$ cat config.mk
export PLATFORM = sky130hd
export DESIGN_NAME = mfc_linefill_ctrl
export DESIGN_NICKNAME = d
export VERILOG_FILES = /design/src/rtl/mfc_pkg.sv /design/src/rtl/mfc_beat_seq.sv /design/src/rtl/mfc_way_pick.sv /design/src/rtl/mfc_linefill_ctrl.sv
export SDC_FILE = /design/constraint.sdc
export NUM_CORES = 1
export LEC_CHECK = 0
export ABC_AREA = 1
export BUFFER_PORTS_ARGS = -buffer_cell sky130_fd_sc_hd__buf_2
export CAP_MARGIN = 20
export CORE_AREA = 3 3 323 325
export CTS_CLUSTER_DIAMETER = 150
export DETAILED_ROUTE_END_ITERATION = 6
export DIE_AREA = 0 0 326 328
export GPL_ROUTABILITY_DRIVEN = 0
export GPL_TIMING_DRIVEN = 0
export PLACE_DENSITY = 0.4
export SLEW_MARGIN = 20
export SYNTH_ARGS = -nofsm -noshare
export SYNTH_HDL_FRONTEND = slang
export SYNTH_SLANG_ARGS = --single-unit
$ cat constraint.sdc
create_clock -name clk_i -period 2.8 [get_ports clk_i]
set_input_delay 0.28 -clock clk_i [delete_from_list [all_inputs] [get_ports clk_i]]
set_output_delay 0.28 -clock clk_i [all_outputs]
set_load 0.02 [all_outputs]
$ cat src/rtl/mfc_pkg.sv
package mfc_pkg;
    typedef enum logic [2:0] {
        MS_IDLE,
        MS_VICTIM,
        MS_WBACK,
        MS_REQ,
        MS_WAIT,
        MS_FILL
    } miss_state_e;
endpackage

$ cat src/rtl/mfc_beat_seq.sv
module mfc_beat_seq #(
    parameter int BEATS    = 4,
    parameter int BEAT_CYC = 2,
    localparam int BEAT_W  = (BEATS > 1) ? $clog2(BEATS) : 1,
    localparam int PH_W    = (BEAT_CYC > 1) ? $clog2(BEAT_CYC) : 1
) (
    input  logic              clk_i,
    input  logic              rst_ni,
    input  logic              run_i,
    output logic [BEAT_W-1:0] beat_o,
    output logic              beat_end_o,
    output logic              last_o
);
    typedef struct packed {
        logic [PH_W-1:0]   ph;
        logic [BEAT_W-1:0] beat;
    } seq_t;

    seq_t seq_d, seq_q;
    logic ph_end;

    always_comb begin
        seq_d  = seq_q;
        ph_end = (seq_q.ph == PH_W'(BEAT_CYC - 1));
        if (!run_i) begin
            seq_d = '0;
        end else if (ph_end) begin
            seq_d.ph   = '0;
            seq_d.beat = (seq_q.beat == BEAT_W'(BEATS - 1)) ? '0 : seq_q.beat + 1'b1;
        end else begin
            seq_d.ph = seq_q.ph + 1'b1;
        end
    end

    always_ff @(posedge clk_i) begin
        if (!rst_ni) seq_q <= '0;
        else         seq_q <= seq_d;
    end

    assign beat_o     = seq_q.beat;
    assign beat_end_o = run_i & ph_end;
    assign last_o     = beat_end_o & (seq_q.beat == BEAT_W'(BEATS - 1));

    // a beat boundary is followed by a fresh phase, never another boundary
    if (BEAT_CYC > 1) begin : g_spacing
        a_r3_beat_spacing: assert property (@(posedge clk_i) disable iff (!rst_ni)
            beat_end_o |=> !beat_end_o);
    end
endmodule

$ cat src/rtl/mfc_way_pick.sv
module mfc_way_pick #(
    parameter int WAYS    = 4,
    localparam int WAY_W  = (WAYS > 1) ? $clog2(WAYS) : 1
) (
    input  logic             clk_i,
    input  logic             rst_ni,
    input  logic [WAYS-1:0]  valid_i,
    input  logic [WAY_W-1:0] rr_i,
    output logic [WAY_W-1:0] way_o,
    output logic             all_valid_o
);
    logic found;

    always_comb begin
        all_valid_o = &valid_i;
        way_o       = rr_i;
        found       = 1'b0;
        for (int w = 0; w < WAYS; w++) begin
            if (!valid_i[w] && !found) begin
                way_o = WAY_W'(w);
                found = 1'b1;
            end
        end
    end

    // with any free way present, the chosen way is a free one
    a_r7_free_way_first: assert property (@(posedge clk_i) disable iff (!rst_ni)
        !all_valid_o |-> !valid_i[way_o]);
endmodule

$ cat src/rtl/mfc_linefill_ctrl.sv
module mfc_linefill_ctrl
    import mfc_pkg::*;
#(
    parameter int ADDR_W     = 32,
    parameter int LINE_BYTES = 64,
    parameter int BUS_BYTES  = 16,
    parameter int WAYS       = 4,
    parameter int SETS       = 64,
    parameter int BEAT_CYC   = 2,
    localparam int BEATS     = LINE_BYTES / BUS_BYTES,
    localparam int OFF_W     = $clog2(LINE_BYTES),
    localparam int BOFF_W    = $clog2(BUS_BYTES),
    localparam int BEAT_W    = (BEATS > 1) ? $clog2(BEATS) : 1,
    localparam int IDX_W     = $clog2(SETS),
    localparam int TAG_W     = ADDR_W - IDX_W - OFF_W,
    localparam int WAY_W     = (WAYS > 1) ? $clog2(WAYS) : 1,
    localparam int BUS_W     = BUS_BYTES * 8
) (
    input  logic                  clk_i,
    input  logic                  rst_ni,
    input  logic                  lk_valid_i,
    input  logic                  lk_hit_i,
    input  logic                  lk_write_i,
    input  logic [ADDR_W-1:0]     lk_addr_i,
    output logic                  stall_o,
    output logic                  resume_o,
    output logic [BUS_W-1:0]      resume_data_o,
    output logic [IDX_W-1:0]      arr_set_o,
    output logic [WAY_W-1:0]      arr_way_o,
    input  logic [WAYS-1:0]       tag_rd_valid_i,
    input  logic [WAYS-1:0]       tag_rd_dirty_i,
    input  logic [WAYS*TAG_W-1:0] tag_rd_tag_i,
    output logic                  tag_we_o,
    output logic [TAG_W-1:0]      tag_wtag_o,
    output logic                  tag_wvalid_o,
    output logic                  tag_wdirty_o,
    output logic [BEAT_W-1:0]     data_beat_o,
    input  logic [BUS_W-1:0]      data_rdata_i,
    output logic                  data_we_o,
    output logic [BUS_W-1:0]      data_wdata_o,
    output logic                  nl_req_o,
    output logic                  nl_we_o,
    output logic [ADDR_W-1:0]     nl_addr_o,
    output logic                  nl_wvalid_o,
    output logic [BUS_W-1:0]      nl_wdata_o,
    input  logic                  nl_rvalid_i,
    input  logic [BUS_W-1:0]      nl_rdata_i
);
    typedef struct packed {
        miss_state_e       st;
        logic [TAG_W-1:0]  tag;
        logic [IDX_W-1:0]  set;
        logic [BEAT_W-1:0] word;
        logic              wr;
        logic [WAY_W-1:0]  way;
        logic [TAG_W-1:0]  vtag;
        logic [BEAT_W-1:0] fbeat;
        logic [WAY_W-1:0]  rr;
        logic              resume;
        logic [BUS_W-1:0]  rdata;
    } ctl_t;

    ctl_t ctl_d, ctl_q;

    logic [WAY_W-1:0]  pick_way;
    logic              all_valid;
    logic [BEAT_W-1:0] wb_beat;
    logic              wb_end;
    logic              wb_last;
    logic              in_wb;
    logic              miss_seen;

    assign in_wb     = (ctl_q.st == MS_WBACK);
    assign miss_seen = lk_valid_i & ~lk_hit_i;

    mfc_way_pick #(.WAYS(WAYS)) u_pick (
        .clk_i       (clk_i),
        .rst_ni      (rst_ni),
        .valid_i     (tag_rd_valid_i),
        .rr_i        (ctl_q.rr),
        .way_o       (pick_way),
        .all_valid_o (all_valid)
    );

    mfc_beat_seq #(.BEATS(BEATS), .BEAT_CYC(BEAT_CYC)) u_wbseq (
        .clk_i      (clk_i),
        .rst_ni     (rst_ni),
        .run_i      (in_wb),
        .beat_o     (wb_beat),
        .beat_end_o (wb_end),
        .last_o     (wb_last)
    );

    always_comb begin
        ctl_d        = ctl_q;
        ctl_d.resume = 1'b0;
        unique case (ctl_q.st)
            MS_IDLE: begin
                if (miss_seen) begin
                    ctl_d.tag  = lk_addr_i[ADDR_W-1 -: TAG_W];
                    ctl_d.set  = lk_addr_i[OFF_W +: IDX_W];
                    ctl_d.word = lk_addr_i[BOFF_W +: BEAT_W];
                    ctl_d.wr   = lk_write_i;
                    ctl_d.st   = MS_VICTIM;
                end
            end
            MS_VICTIM: begin
                ctl_d.way  = pick_way;
                ctl_d.vtag = tag_rd_tag_i[int'(pick_way)*TAG_W +: TAG_W];
                if (all_valid) begin
                    ctl_d.rr = (ctl_q.rr == WAY_W'(WAYS - 1)) ? '0 : ctl_q.rr + 1'b1;
                end
                if (tag_rd_valid_i[pick_way] && tag_rd_dirty_i[pick_way]) ctl_d.st = MS_WBACK;
                else                                                      ctl_d.st = MS_REQ;
            end
            MS_WBACK: begin
                if (wb_last) ctl_d.st = MS_REQ;
            end
            MS_REQ: begin
                ctl_d.fbeat = '0;
                ctl_d.st    = MS_WAIT;
            end
            MS_WAIT: begin
                if (nl_rvalid_i) begin
                    if (ctl_q.fbeat == ctl_q.word) ctl_d.rdata = nl_rdata_i;
                    ctl_d.fbeat = ctl_q.fbeat + 1'b1;
                    if (ctl_q.fbeat == BEAT_W'(BEATS - 1)) ctl_d.st = MS_FILL;
                end
            end
            MS_FILL: begin
                ctl_d.resume = 1'b1;
                ctl_d.st     = MS_IDLE;
            end
            default: ctl_d.st = MS_IDLE;
        endcase
    end

    always_ff @(posedge clk_i) begin
        if (!rst_ni) ctl_q <= '0;
        else         ctl_q <= ctl_d;
    end

    assign stall_o       = (ctl_q.st == MS_IDLE) ? miss_seen : 1'b1;
    assign resume_o      = ctl_q.resume;
    assign resume_data_o = ctl_q.rdata;
    assign arr_set_o     = ctl_q.set;
    assign arr_way_o     = ctl_q.way;
    assign data_beat_o   = in_wb ? wb_beat : ctl_q.fbeat;
    assign data_we_o     = (ctl_q.st == MS_WAIT) & nl_rvalid_i;
    assign data_wdata_o  = nl_rdata_i;
    assign tag_we_o      = (ctl_q.st == MS_FILL);
    assign tag_wtag_o    = ctl_q.tag;
    assign tag_wvalid_o  = (ctl_q.st == MS_FILL);
    assign tag_wdirty_o  = ctl_q.wr;
    assign nl_req_o      = (ctl_q.st == MS_REQ);
    assign nl_we_o       = in_wb;
    assign nl_wvalid_o   = wb_end;
    assign nl_wdata_o    = data_rdata_i;
    assign nl_addr_o     = in_wb ? {ctl_q.vtag, ctl_q.set, OFF_W'(0)}
                                 : {ctl_q.tag,  ctl_q.set, OFF_W'(0)};

    // the line request is a single-cycle pulse
    a_r2_req_pulse: assert property (@(posedge clk_i) disable iff (!rst_ni)
        nl_req_o |=> !nl_req_o);
    // the end of a writeback is followed at once by the request
    a_r3_req_after_wb: assert property (@(posedge clk_i) disable iff (!rst_ni)
        $fell(nl_we_o) |-> nl_req_o);
    // the tag write comes right after a data beat was stored
    a_r5_tag_after_beat: assert property (@(posedge clk_i) disable iff (!rst_ni)
        tag_we_o |-> $past(data_we_o));
    // resume follows the tag write by one cycle
    a_r6_resume_after_tag: assert property (@(posedge clk_i) disable iff (!rst_ni)
        resume_o |-> $past(tag_we_o));
    // array writes only happen while the core is held
    a_r8_write_while_stalled: assert property (@(posedge clk_i) disable iff (!rst_ni)
        data_we_o |-> stall_o);
endmodule

==> flow_metrics.env <==
export IMPL_rows=117
export IMPL_port_buffers=697
export IMPL_worst_hold_path_type="in2reg"
export IMPL_worst_setup_path_end_kind="output port"
export IMPL_r2r_end="resume_data_o[125]"
export IMPL_cap_viol_max_count=0
export IMPL_wirelength_um=57500
export IMPL_r2r_setup_slack_ns=0.54
export IMPL_clk_pin_slew_worst_paths_ns=0.08
export IMPL_p_leak_nw=10.1
export IMPL_max_freq_mhz=397
export IMPL_post_route_period_util_pct=89.9
export IMPL_multi_input_area_um2=3070
export IMPL_root_buffer="clkbuf_16"
export IMPL_setup_violations=0
export IMPL_tightest_slew_ns=0.966
export IMPL_hold_viol_final=0
export IMPL_regArea_um2=3800
export IMPL_clkSinkCount=190
export IMPL_final_common_cell="buf_2"
export IMPL_cts_buffers=17
export IMPL_cp_max_fo=10
export IMPL_worstPathArrival_ns=2.24
export IMPL_drc=0
export IMPL_io_pins=837
export IMPL_synth_distinct_cells=26
export IMPL_synthesis_area_um2=11100
export IMPL_final_antenna_net_count=0
export IMPL_synth_edf_count=0
export IMPL_r2r_start="ctl_q[184]"
export IMPL_vias=12000
export IMPL_maxSlewViolCount=0
export IMPL_clk_latency_ns=0.50
export IMPL_die_width_um=326
export IMPL_htreeDepth=4
export IMPL_fin_hold_ws_ns=0.0551
export IMPL_overflow=0
export IMPL_antenna_found_initial=9
export IMPL_grt_pass1_vias=12000
export IMPL_fillCellCount=11700
export IMPL_worst_slack_ns=0.283
export IMPL_crit_type="reg2out"
export IMPL_ys_seq_area_share_pct=34.3
export IMPL_worstRegToRegCells=9
export IMPL_first_pass_iters=4
export IMPL_synth_warning_count=0
export IMPL_dp_slack_ns=0.108
export IMPL_synth_flop_cell="dfxtp_1"
export IMPL_final_cell_mix="buf_2, buf_4, dfxtp_1, inv_1, o21ai_0"
export IMPL_detail_route_wl_per_cell_um=15.3
export IMPL_tns_ns=0
export IMPL_worstHoldPathCells=3
export IMPL_grt_usage_pct=10.3
export IMPL_min_to="resume_data_o[99]"
export IMPL_min_period_ns=2.52
export IMPL_die_y_um=328
export IMPL_final_area_um2=18300
export IMPL_cts_tree="built"
export IMPL_finClkSkew_ns=0.0144
export IMPL_die_area_um2=107000
export IMPL_initial_core_util_pct=10.9
export IMPL_grt_max_degree=20
export IMPL_place_area_um2=16300
export IMPL_grt_pass1_wl_um=80300
export IMPL_synth_seq_cells=190
export IMPL_drt_iter0_drc=420
export IMPL_avgSynthCellArea_um2=7.35
export IMPL_syn_inst=1508
export IMPL_slew_headroom_pct=35.6
export IMPL_rsz0062_at_grt="false"
export IMPL_synth_top_area_share_pct=34.3
export IMPL_power_density_nw_per_um2=399
export IMPL_drive_gt1_share_pct=51.2
export IMPL_ir_drop_v=0.000364
export IMPL_power_mw=7.30
export IMPL_synthTopCellsByArea="dfxtp_1, buf_4, o21ai_0, a21oi_1, inv_1"
export IMPL_yosysTopAreaCell="dfxtp_1"
export IMPL_vias_per_cell=3.21
export IMPL_area_growth_pct=65.1
export IMPL_cts_max_path_buffers=2
export IMPL_nNetsFinal=2748
export IMPL_outcome="finished clean"
export IMPL_coreArea_um2=102000
export IMPL_dp_hpwl_um=47700
export IMPL_hold_start="nl_rdata_i[99]"
export IMPL_async_reset_ff_share_pct=0
export IMPL_crit_path_start_kind="register"
export IMPL_required_ns=2.52
-- critical path: stages, from the launching register on --
cell	delay [ns]
dfxtp_1	0.40
inv_1	0.08
nor3_1	0.31
clkbuf_2	0.33
buf_2	0.25
nand2_1	0.11
nand2_1	0.09
buf_2	0.16
-- state kept, by name, summed over array words and instances, names as in the netlist --
name / flops
ctl_q: 29
tag_wdirty_o: 1
arr_set_o: 6
u_wbseq.beat_o: 2
resume_o: 1
tag_wtag_o: 20
resume_data_o: 128
arr_way_o: 2
u_wbseq.ph_end: 1
-- cell type report --
class / count / area share (%)
Timing Repair Buffer: 831 / 26.4
Sequential cell: 190 / 20.8
Buffer: 498 / 19.3
Multi-Input combinational cell: 636 / 16.8
Tap cell: 1368 / 9.36
Inverter: 189 / 3.88
Clock buffer: 18 / 2.40
Clock inverter: 14 / 1.03
Antenna cell: 7 / 0.0958
-- worst max path at each step --
stage          startpoint                end  slack, ns  cells past startpoint
2_1_floorplan  ctl_q[185]      nl_addr_o[17]       1.12                      6
3_3_place_gp       rst_ni  resume_data_o[88]      -0.28                      5
3_5_place_dp       rst_ni  resume_data_o[87]       0.11                      5
4_1_cts        ctl_q[185]      nl_addr_o[19]       0.02                      6
5_1_grt        ctl_q[185]      nl_addr_o[12]       0.02                      6
6_report       ctl_q[185]      nl_addr_o[17]       0.28                      7
-- through the flow --
step	cells	utilization, %
after CTS	3744	18.0
after global placement	3578	16.0
after detailed placement	3578	16.0
after floorplan	1513	-
after global routing	3744	18.0
final	3751	18.0
-- where the power goes --
| group | switching, mW | total (mW) | leakage [nW] | internal (mW) |
|---|---|---|---|---|
| clock | 1.37 | 2.77 | 0.305 | 1.39 |
| sequential | 0.0439 | 2.80 | 1.54 | 2.75 |
| combinational | 0.941 | 1.74 | 8.23 | 0.798 |
-- cell families after synthesis --
family / Yosys count / synth area share [%]
other cells: 1 / 0.0339
xor+xnor: 2 / 0.158
fa+ha+maj: 3 / 0.339
buf+inv: 687 / 38.2
compound gates: 355 / 16.7
flops: 190 / 34.3
simple gates: 270 / 10.2
-- synthesized netlist by cell type (all sizes together), types with 2 or more instances --
cell type and n:
buf 461, dfxtp 190, inv 188, o21ai 180
a21oi 145, nand2 123, nor2 95, clkbuf 37
nand3 30, o211ai 29, or2 14, nor3 6
ha 3, xor2 2
-- metal layers --
layer	GRT usage, %	vias to the layer above	wire length [um]
met5	0	-	27
met4	2.84	4	827
met3	2.61	36	3450
met2	17.6	440	28000
met1	12.9	5546	25200
li1	-	6023	-
-- timing repair --
item,CTS,global route
endpoints found under the setup margin,0,11
resized for setup,0,5
endpoints found under the hold margin,134,0
buffers inserted,0,0
hold buffers,134,0
Power figures use the tool's default switching activity.
